$ cat config.mk
export PLATFORM = sky130hd
export DESIGN_NAME = cubic_interp4
export DESIGN_NICKNAME = d
export VERILOG_FILES = /design/src/rtl/cubic_interp_pkg.sv /design/src/rtl/cubic_weight_stage.sv /design/src/rtl/cubic_round_sat.sv /design/src/rtl/cubic_mac_stage.sv /design/src/rtl/cubic_interp4.sv
export SDC_FILE = /design/constraint.sdc
export NUM_CORES = 2
export LEC_CHECK = 0
export BUFFER_PORTS_ARGS = -buffer_cell sky130_fd_sc_hd__buf_2
export CAP_MARGIN = 25
export CORE_MARGIN = 1
export CORE_UTILIZATION = 58
export CTS_BUF_LIST = sky130_fd_sc_hd__clkbuf_4 sky130_fd_sc_hd__clkbuf_8
export CTS_CLUSTER_DIAMETER = 30
export DETAILED_ROUTE_END_ITERATION = 8
export PLACE_DENSITY = 0.88
export RECOVER_POWER = 100
export SLEW_MARGIN = 10
export SYNTH_ARGS = -nofsm -noshare
export SYNTH_HDL_FRONTEND = slang
export SYNTH_SLANG_ARGS = --single-unit
$ cat constraint.sdc
create_clock -name clk -period 12.42 [get_ports clk]
set_clock_uncertainty 0.05 [all_clocks]
set_input_delay 0.621 -clock clk [delete_from_list [all_inputs] [get_ports clk]]
set_output_delay 0.621 -clock clk [all_outputs]
set_load 0.01 [all_outputs]
$ cat src/rtl/cubic_interp_pkg.sv
// Package: shared defaults for the four-tap cubic interpolator.
// Assumes: the parameter defaults below are used unless an instance overrides them.
package cubic_interp_pkg;
    localparam int NTAP      = 4;   // taps per interpolation
    localparam int PIX_W_DEF = 8;   // pixel width
    localparam int PH_W_DEF  = 6;   // phase width
    localparam int WF_DEF    = 12;  // weight fraction bits

    // Signed weight width: sign, two integer bits, fraction bits.
    function automatic int weight_width(input int wf);
        return wf + 3;
    endfunction
endpackage

$ cat src/rtl/cubic_weight_stage.sv
// Module: cubic_weight_stage
// Pipeline stage 1. Derives the four cubic weights from the phase and
// registers them together with the pixels.
// Assumes: 3*PH_W bits of intermediate fraction hold the weights exactly.
//   They are then rounded half up to WF fraction bits, and the residue of
//   that rounding goes into the weight of tap 1.
module cubic_weight_stage
    import cubic_interp_pkg::*;
#(
    parameter int PIX_W = PIX_W_DEF,
    parameter int PH_W  = PH_W_DEF,
    parameter int WF    = WF_DEF,
    parameter int WW    = weight_width(WF_DEF)
) (
    input  logic                    clk,
    input  logic                    rst_n,
    input  logic                    in_vld,
    input  logic [PH_W-1:0]         in_ph,
    input  logic [PIX_W-1:0]        in_pix [NTAP],
    output logic                    st_vld,
    output logic signed [WW-1:0]    st_w   [NTAP],
    output logic [PIX_W-1:0]        st_pix [NTAP]
);
    localparam int EXF   = 3 * PH_W;        // exact fraction bits
    localparam int EXW   = EXF + 3;         // exact weight width
    localparam int SHIFT = EXF - WF;        // bits dropped by quantising
    localparam int ONE_PH = 1 << PH_W;
    localparam logic signed [WW-1:0] ONE_W = WW'(1) <<< WF;

    logic [PH_W:0]            t_u;
    logic signed [EXW-1:0]    t_x, s_x, term_a, term_b;
    logic signed [EXW-1:0]    ex_w [NTAP];
    logic signed [WW-1:0]     q_w  [NTAP];
    logic signed [WW-1:0]     w1_fold;

    // Exact cubic weights in units of 2^-EXF.
    always_comb begin
        t_u    = ONE_PH[PH_W:0] - {1'b0, in_ph};
        t_x    = EXW'(t_u);
        s_x    = EXW'(in_ph);
        term_a = t_x * t_x * s_x;
        term_b = t_x * s_x * s_x;
        ex_w[0] = -term_a;
        ex_w[1] = (t_x <<< (2 * PH_W)) + (term_a <<< 1) - term_b;
        ex_w[2] = (s_x <<< (2 * PH_W)) + (term_b <<< 1) - term_a;
        ex_w[3] = -term_b;
    end

    // Quantise each weight to WF fraction bits; the variant depends on SHIFT.
    for (genvar k = 0; k < NTAP; k++) begin : g_quant
        if (SHIFT > 0) begin : g_round
            localparam logic signed [EXW-1:0] HALF_Q = EXW'(1) <<< (SHIFT - 1);
            assign q_w[k] = WW'((ex_w[k] + HALF_Q) >>> SHIFT);
        end else if (SHIFT == 0) begin : g_exact
            assign q_w[k] = WW'(ex_w[k]);
        end else begin : g_widen
            assign q_w[k] = WW'(ex_w[k] <<< (-SHIFT));
        end
    end

    // Tap-1 weight absorbs the rounding residue so the weights sum to one.
    always_comb begin
        w1_fold = ONE_W - q_w[0] - q_w[2] - q_w[3];
    end

    // Stage register: loads weights and pixels only for valid sets.
    always_ff @(posedge clk) begin
        if (!rst_n) begin
            st_vld <= 1'b0;
            for (int k = 0; k < NTAP; k++) begin
                st_w[k]   <= '0;
                st_pix[k] <= '0;
            end
        end else begin
            st_vld <= in_vld;
            if (in_vld) begin
                st_w[0] <= q_w[0];
                st_w[1] <= w1_fold;
                st_w[2] <= q_w[2];
                st_w[3] <= q_w[3];
                for (int k = 0; k < NTAP; k++) st_pix[k] <= in_pix[k];
            end
        end
    end


    // zero_phase_chk: a zero phase gives unit weight on tap 1 only.
    zero_phase_chk: assert property (@(posedge clk) disable iff (!rst_n)
        (in_vld && in_ph == '0) |=>
            (st_w[1] == ONE_W && st_w[0] == '0 && st_w[2] == '0 && st_w[3] == '0));


    // outer_sign_chk: the outer weights that were loaded are never positive.
    outer_sign_chk: assert property (@(posedge clk) disable iff (!rst_n)
        $past(in_vld) |-> (st_w[0] <= 0 && st_w[3] <= 0));
endmodule

$ cat src/rtl/cubic_round_sat.sv
// Module: cubic_round_sat
// Rounds a fixed-point accumulator half up to an integer and clips it to
// the unsigned pixel range.
// Assumes: the accumulator carries WF fraction bits and AW > PIX_W + WF.
module cubic_round_sat #(
    parameter int AW    = 26,
    parameter int WF    = 12,
    parameter int PIX_W = 8
) (
    input  logic signed [AW-1:0] acc,
    output logic [PIX_W-1:0]     pix
);
    localparam logic signed [AW-1:0] HALF_O = AW'(1) <<< (WF - 1);
    localparam logic signed [AW-1:0] MAXV   = AW'((1 << PIX_W) - 1);

    logic signed [AW-1:0] rnd;

    // Round half up, then clip to [0, 2^PIX_W - 1].
    always_comb begin
        rnd = (acc + HALF_O) >>> WF;
        if (rnd < 0)
            pix = '0;
        else if (rnd > MAXV)
            pix = '1;
        else
            pix = rnd[PIX_W-1:0];
    end
endmodule

$ cat src/rtl/cubic_mac_stage.sv
// Module: cubic_mac_stage
// Pipeline stages 2 and 3. Multiplies each weight by its pixel, registers
// the products, then sums, rounds and clips them into the output register.
// Assumes: the weights are signed with WF fraction bits and the pixels are unsigned.
module cubic_mac_stage
    import cubic_interp_pkg::*;
#(
    parameter int PIX_W = PIX_W_DEF,
    parameter int WF    = WF_DEF,
    parameter int WW    = weight_width(WF_DEF)
) (
    input  logic                    clk,
    input  logic                    rst_n,
    input  logic                    st_vld,
    input  logic signed [WW-1:0]    st_w   [NTAP],
    input  logic [PIX_W-1:0]        st_pix [NTAP],
    output logic                    out_vld,
    output logic [PIX_W-1:0]        out_pix
);
    localparam int PW = WW + PIX_W + 1;  // product width
    localparam int AW = PW + 2;          // accumulator width for four taps

    logic                 pr_vld;
    logic signed [PW-1:0] prod [NTAP];
    logic signed [AW-1:0] sum;
    logic [PIX_W-1:0]     clipped;

    // Stage 2: one signed product per tap, loaded only for valid sets.
    always_ff @(posedge clk) begin
        if (!rst_n) begin
            pr_vld <= 1'b0;
            for (int k = 0; k < NTAP; k++) prod[k] <= '0;
        end else begin
            pr_vld <= st_vld;
            if (st_vld)
                for (int k = 0; k < NTAP; k++)
                    prod[k] <= PW'(st_w[k]) * PW'($signed({1'b0, st_pix[k]}));
        end
    end

    // Adder tree across the registered products.
    always_comb begin
        sum = '0;
        for (int k = 0; k < NTAP; k++) sum = sum + AW'(prod[k]);
    end

    cubic_round_sat #(
        .AW    (AW),
        .WF    (WF),
        .PIX_W (PIX_W)
    ) u_round (
        .acc (sum),
        .pix (clipped)
    );

    // Stage 3: output register, which holds its value between valid results.
    always_ff @(posedge clk) begin
        if (!rst_n) begin
            out_vld <= 1'b0;
            out_pix <= '0;
        end else begin
            out_vld <= pr_vld;
            if (pr_vld) out_pix <= clipped;
        end
    end


    // neg_clamp_chk: a negative sum leaves zero in the output register.
    neg_clamp_chk: assert property (@(posedge clk) disable iff (!rst_n)
        (pr_vld && sum < 0) |=> (out_pix == '0));


    // pipe_step_chk: stage-2 valid moves to the output on the next cycle.
    pipe_step_chk: assert property (@(posedge clk) disable iff (!rst_n)
        pr_vld |=> out_vld);
endmodule

$ cat src/rtl/cubic_interp4.sv
// Module: cubic_interp4 (top)
// Four-tap cubic interpolator for one axis. It takes one sample set per
// cycle and returns the result three cycles later.
// Assumes: the caller supplies the phase relative to sample p1 and aligns
//   results to inputs by the fixed latency.
module cubic_interp4
    import cubic_interp_pkg::*;
#(
    parameter int PIX_W = PIX_W_DEF,
    parameter int PH_W  = PH_W_DEF,
    parameter int WF    = WF_DEF
) (
    input  logic             clk,
    input  logic             rst_n,
    input  logic             i_vld,
    input  logic [PH_W-1:0]  i_ph,
    input  logic [PIX_W-1:0] i_p0,
    input  logic [PIX_W-1:0] i_p1,
    input  logic [PIX_W-1:0] i_p2,
    input  logic [PIX_W-1:0] i_p3,
    output logic             o_vld,
    output logic [PIX_W-1:0] o_pix
);
    localparam int WW = weight_width(WF);

    logic [PIX_W-1:0]        in_pix [NTAP];
    logic                    st_vld;
    logic signed [WW-1:0]    st_w   [NTAP];
    logic [PIX_W-1:0]        st_pix [NTAP];
    logic [1:0]              warm;
    logic                    in_uniform;

    // Gather the input pixels into a tap array.
    always_comb begin
        in_pix[0]  = i_p0;
        in_pix[1]  = i_p1;
        in_pix[2]  = i_p2;
        in_pix[3]  = i_p3;
        in_uniform = (i_p0 == i_p1) && (i_p1 == i_p2) && (i_p2 == i_p3);
    end

    cubic_weight_stage #(
        .PIX_W (PIX_W),
        .PH_W  (PH_W),
        .WF    (WF),
        .WW    (WW)
    ) u_weights (
        .clk    (clk),
        .rst_n  (rst_n),
        .in_vld (i_vld),
        .in_ph  (i_ph),
        .in_pix (in_pix),
        .st_vld (st_vld),
        .st_w   (st_w),
        .st_pix (st_pix)
    );

    cubic_mac_stage #(
        .PIX_W (PIX_W),
        .WF    (WF),
        .WW    (WW)
    ) u_mac (
        .clk     (clk),
        .rst_n   (rst_n),
        .st_vld  (st_vld),
        .st_w    (st_w),
        .st_pix  (st_pix),
        .out_vld (o_vld),
        .out_pix (o_pix)
    );

    // Counts edges since reset (saturating) so that checks cover full pipelines only.
    always_ff @(posedge clk) begin
        if (!rst_n)             warm <= 2'd0;
        else if (warm != 2'd3)  warm <= warm + 2'd1;
    end


    // latency_chk: output valid is the input valid three cycles earlier.
    latency_chk: assert property (@(posedge clk) disable iff (!rst_n)
        (warm == 2'd3) |-> (o_vld == $past(i_vld, 3)));


    // hold_chk: the output sample does not move while no result is valid.
    hold_chk: assert property (@(posedge clk) disable iff (!rst_n)
        (warm == 2'd3 && !o_vld) |-> $stable(o_pix));


    // uniform_chk: equal pixels come back unchanged at any phase.
    uniform_chk: assert property (@(posedge clk) disable iff (!rst_n)
        (warm == 2'd3 && $past(i_vld, 3) && $past(in_uniform, 3))
            |-> (o_pix == $past(i_p1, 3)));
endmodule

==> impl_metrics.xml <==
<?xml version="1.0" encoding="UTF-8"?>
<metrics>
  <group name="critical_path">
    <metric name="setup.worst_path.end" unit="">u_weights.st_w[44]</metric>
    <metric name="required_arrival_time_at_the_worst_endpoint" unit="ns">12.84</metric>
    <metric name="worst-setup-path-type" unit="">in -&gt; reg</metric>
    <metric name="crit_top_cell" unit="">sky130_fd_sc_hd__fa_1</metric>
    <metric name="cp_slowest_stage_delay" unit="ns">0.57</metric>
    <metric name="crit_path_end_kind" unit="">flop</metric>
    <metric name="worst-endpoint-arrival" unit="ns">13.01</metric>
    <metric name="r2r_cells" unit="">21</metric>
    <metric name="worst_r2r_end" unit="">u_mac.prod[2][22]</metric>
    <metric name="worstPathMaxFanout" unit="">4</metric>
    <metric name="crit_path_top_delay_cell" unit="">sky130_fd_sc_hd__fa_1</metric>
    <metric name="reg_to_reg_slack_setup" unit="ns">5.92</metric>
    <metric name="critical_path.startpoint" unit="">i_ph[0]</metric>
    <metric name="r2r_start" unit="">u_weights.st_pix[10]</metric>
    <metric name="critical_path.startpoint_type" unit="">input pin</metric>
  </group>
  <group name="detailed_routing">
    <metric name="post-route-drc-count" unit="">0</metric>
    <metric name="drt-total-wl" unit="mm">87.7</metric>
    <metric name="dr.first_iter.drc_count" unit="">1831</metric>
    <metric name="route.vias.total" unit="">27942</metric>
    <metric name="wl_per_cell" unit="um">17.5</metric>
    <metric name="firstDrtPassIters" unit="">5</metric>
    <metric name="detail-route-antenna-nets" unit="">0</metric>
    <metric name="post_drt_via_cell_ratio" unit="">5.58</metric>
  </group>
  <group name="floorplan">
    <metric name="initial_core_utilization" unit="">0.588</metric>
    <metric name="design.die.area" unit="um2">63800</metric>
    <metric name="placeableCoreArea" unit="um2">61900</metric>
    <metric name="rows" unit="">91</metric>
    <metric name="die_h" unit="um">253</metric>
    <metric name="die-width" unit="um">253</metric>
    <metric name="pin_count" unit="">50</metric>
  </group>
  <group name="global_route">
    <metric name="grt_start_max_net_pins" unit="">124</metric>
    <metric name="global_route.usage.total" unit="">0.284</metric>
    <metric name="antenna_found_initial" unit="">0</metric>
    <metric name="grt_pass1_wl" unit="mm">145</metric>
    <metric name="grt_overflow_total" unit="">0</metric>
    <metric name="number_of_global_route_vias_before_repair" unit="">29973</metric>
  </group>
  <group name="yosys">
    <metric name="synthesis.area_per_instance" unit="um2">9.24</metric>
    <metric name="yosysSeqAreaShare" unit="">0.136</metric>
    <metric name="syn-cell-area" unit="um2">36400</metric>
    <metric name="ys_types" unit="">71</metric>
    <metric name="syn_inst" unit="">3944</metric>
    <metric name="number_of_enable_flip_flop_cells_after_synthesis" unit="">96</metric>
    <metric name="yosys_warnings" unit="">0</metric>
    <metric name="yosys_register_bits" unit="">199</metric>
    <metric name="synth-async-reset-ratio" unit="">0</metric>
    <metric name="dominantRegCellSynth" unit="">sky130_fd_sc_hd__dfxtp_1</metric>
  </group>
  <group name="finish">
    <metric name="area_growth_syn_to_layout" unit="%">9.79</metric>
    <metric name="ff_latch_area" unit="um2">4940</metric>
    <metric name="final-instance-count-excl-fill" unit="">5004</metric>
    <metric name="multi_input_gate_area" unit="um2">28600</metric>
    <metric name="final_common_cell" unit="">sky130_fd_sc_hd__inv_1</metric>
    <metric name="n_antenna_cell" unit="">0</metric>
    <metric name="drive_gt1_frac" unit="">0.0977</metric>
    <metric name="fillCellCount" unit="">4562</metric>
    <metric name="final_stage_net_count" unit="">5208</metric>
    <metric name="leading_cell_types_in_the_layout_fill_and_taps_excluded" unit="">sky130_fd_sc_hd__inv_1 (767), sky130_fd_sc_hd__fa_1 (570), sky130_fd_sc_hd__ha_1 (430)</metric>
  </group>
  <group name="sta">
    <metric name="timing_hold_violations_final" unit="">0</metric>
    <metric name="hold_slack" unit="ns">0.248</metric>
    <metric name="grt_setup_unrepaired" unit="">yes</metric>
    <metric name="fin_crit" unit="ns">12.59</metric>
    <metric name="layout_worst_path_cycle_share" unit="">1.01</metric>
    <metric name="timing.slew.headroom" unit="">-1.66</metric>
    <metric name="setup_viol" unit="">1</metric>
    <metric name="fmaxAchievable" unit="MHz">79.4</metric>
    <metric name="worstMarginPinSlew" unit="ns">3.99</metric>
    <metric name="final_count_of_pins_violating_max_slew" unit="">118</metric>
    <metric name="post-route-worst-setup-slack" unit="ns">-0.172</metric>
  </group>
  <group name="placed_design">
    <metric name="place.detailed.instances" unit="">4961</metric>
    <metric name="place.gp.congestion" unit="">0.898</metric>
    <metric name="buffer_ports.inserted" unit="">49</metric>
    <metric name="place.detailed.hpwl" unit="mm">71.3</metric>
  </group>
  <group name="run_status">
    <metric name="result_of_the_run" unit="">complete, but fails checks</metric>
    <metric name="violated_checks" unit="">capacitance limit, slew limit, setup timing</metric>
  </group>
  <group name="job">
    <metric name="max_cap_violations" unit="">2</metric>
  </group>
  <group name="clocking">
    <metric name="worst_skew_pair.late_latency" unit="ns">0.56</metric>
    <metric name="ctsLongestPathBuffers" unit="">2</metric>
    <metric name="cts-htree-levels" unit="">4</metric>
    <metric name="cts_tree" unit="">yes</metric>
    <metric name="worst_setup_hold_path_clk_slew" unit="ns">0.14</metric>
    <metric name="cts_made_buffers" unit="">17</metric>
    <metric name="numClockSinks" unit="">199</metric>
    <metric name="clockRootBuffer" unit="">sky130_fd_sc_hd__clkbuf_8</metric>
  </group>
  <group name="min_path">
    <metric name="worstHoldPathCells" unit="">3</metric>
    <metric name="type_of_the_worst_min_delay_path" unit="">in -&gt; reg</metric>
  </group>
</metrics>
-- synth_stat cells (all sizes together) (45+ instances only) --
master,number,area share
a21o,45,0.0093
a21oi,106,0.015
and2,405,0.070
clkbuf,97,0.010
dfxtp,103,0.057
edfxtp,96,0.079
fa,570,0.31
ha,443,0.15
inv,776,0.080
mux2i,71,0.020
nand2,323,0.033
nor2,153,0.016
nor2b,108,0.019
nor3,50,0.0069
o21ai,77,0.011
xnor2,100,0.024
xor2,56,0.013
-- kinds of logic (layout without fill, tap and decap cells) --
family / after synthesis / in the layout / share of synthesized area
AOI/OAI and AO/OA: 416 / 416 / 0.0773
xor gates and xnor gates: 156 / 156 / 0.0375
adders and majority gates: 1013 / 1013 / 0.465
buffers and inverters: 881 / 1102 / 0.0908
DFF: 199 / 199 / 0.136
muxes: 71 / 71 / 0.0195
other: 2 / 4 / 0.000206
and+or+nand+nor: 1206 / 1206 / 0.174
-- worst min path at each step --
stage,to,slack [ns],start
6_report,u_weights.st_pix[19],0.25,i_p1[3]
5_1_grt,u_weights.st_pix[19],0.26,i_p1[3]
4_1_cts,u_weights.st_pix[21],0.23,i_p1[5]
3_5_place_dp,u_mac.out_pix[2],0.42,u_mac.out_pix[2]
3_3_place_gp,u_mac.out_pix[3],0.42,u_mac.out_pix[3]
2_1_floorplan,u_mac.out_pix[1],0.45,u_mac.out_pix[1]
-- sequential cells by signal (all words and copies together) (netlist names) --
register          count
u_weights.st_vld      1
u_weights.st_w       60
u_mac.out_vld         1
u_mac.prod           96
u_mac.out_pix         8
u_mac.pr_vld          1
u_weights.st_pix     32
-- what timing repair did --
item                       4_1_cts  5_1_grt
gates cloned                     0        0
hold buffers                     0        0
setup endpoints to repair        1        4
hold endpoints to repair         0        0
pin swaps                       17       15
setup buffers                    4        6
gates resized for setup         17       37
-- cell type report --
| cell class | instances | area share |
|---|---|---|
| Multi-Input combinational cell | 2866 | 0.715 |
| Sequential cell | 199 | 0.124 |
| Inverter | 776 | 0.0729 |
| Timing Repair Buffer | 294 | 0.0522 |
| Tap cell | 837 | 0.0262 |
| Clock buffer | 19 | 0.00638 |
| Clock inverter | 13 | 0.00382 |
-- through the flow --
stage | setup slack (ns) | cell area [um2] | setup TNS, ns | util
2_1_floorplan | -0.382 | 36600 | -0.382 | -
3_3_place_gp | -0.475 | 39300 | -0.515 | 0.634
3_5_place_dp | -0.869 | 39300 | -1.85 | 0.634
4_1_cts | -0.0337 | 39800 | -0.0337 | 0.643
5_1_grt | -0.657 | 40000 | -0.789 | 0.646
6_report | -0.172 | 40000 | -0.172 | 0.646
-- worst max-delay path: cells and delay by family --
kind,cells,cell delay (ns)
compound gates,14,2.76
xor+xnor,2,0.48
fa+ha+maj,16,6.41
buf+inv,6,0.48
simple gates,11,2.25
-- per-layer routing --
metal	vias up	part of all wire	global-route usage
li1	12822	-	-
met1	13881	0.38	0.326
met2	955	0.51	0.520
met3	284	0.059	0.0355
met4	0	0.053	0.138
met5	-	0	0
Power is left out: the tool's default activity adds up to more than one toggle a clock period on the data nets, which glitch-free logic cannot reach.
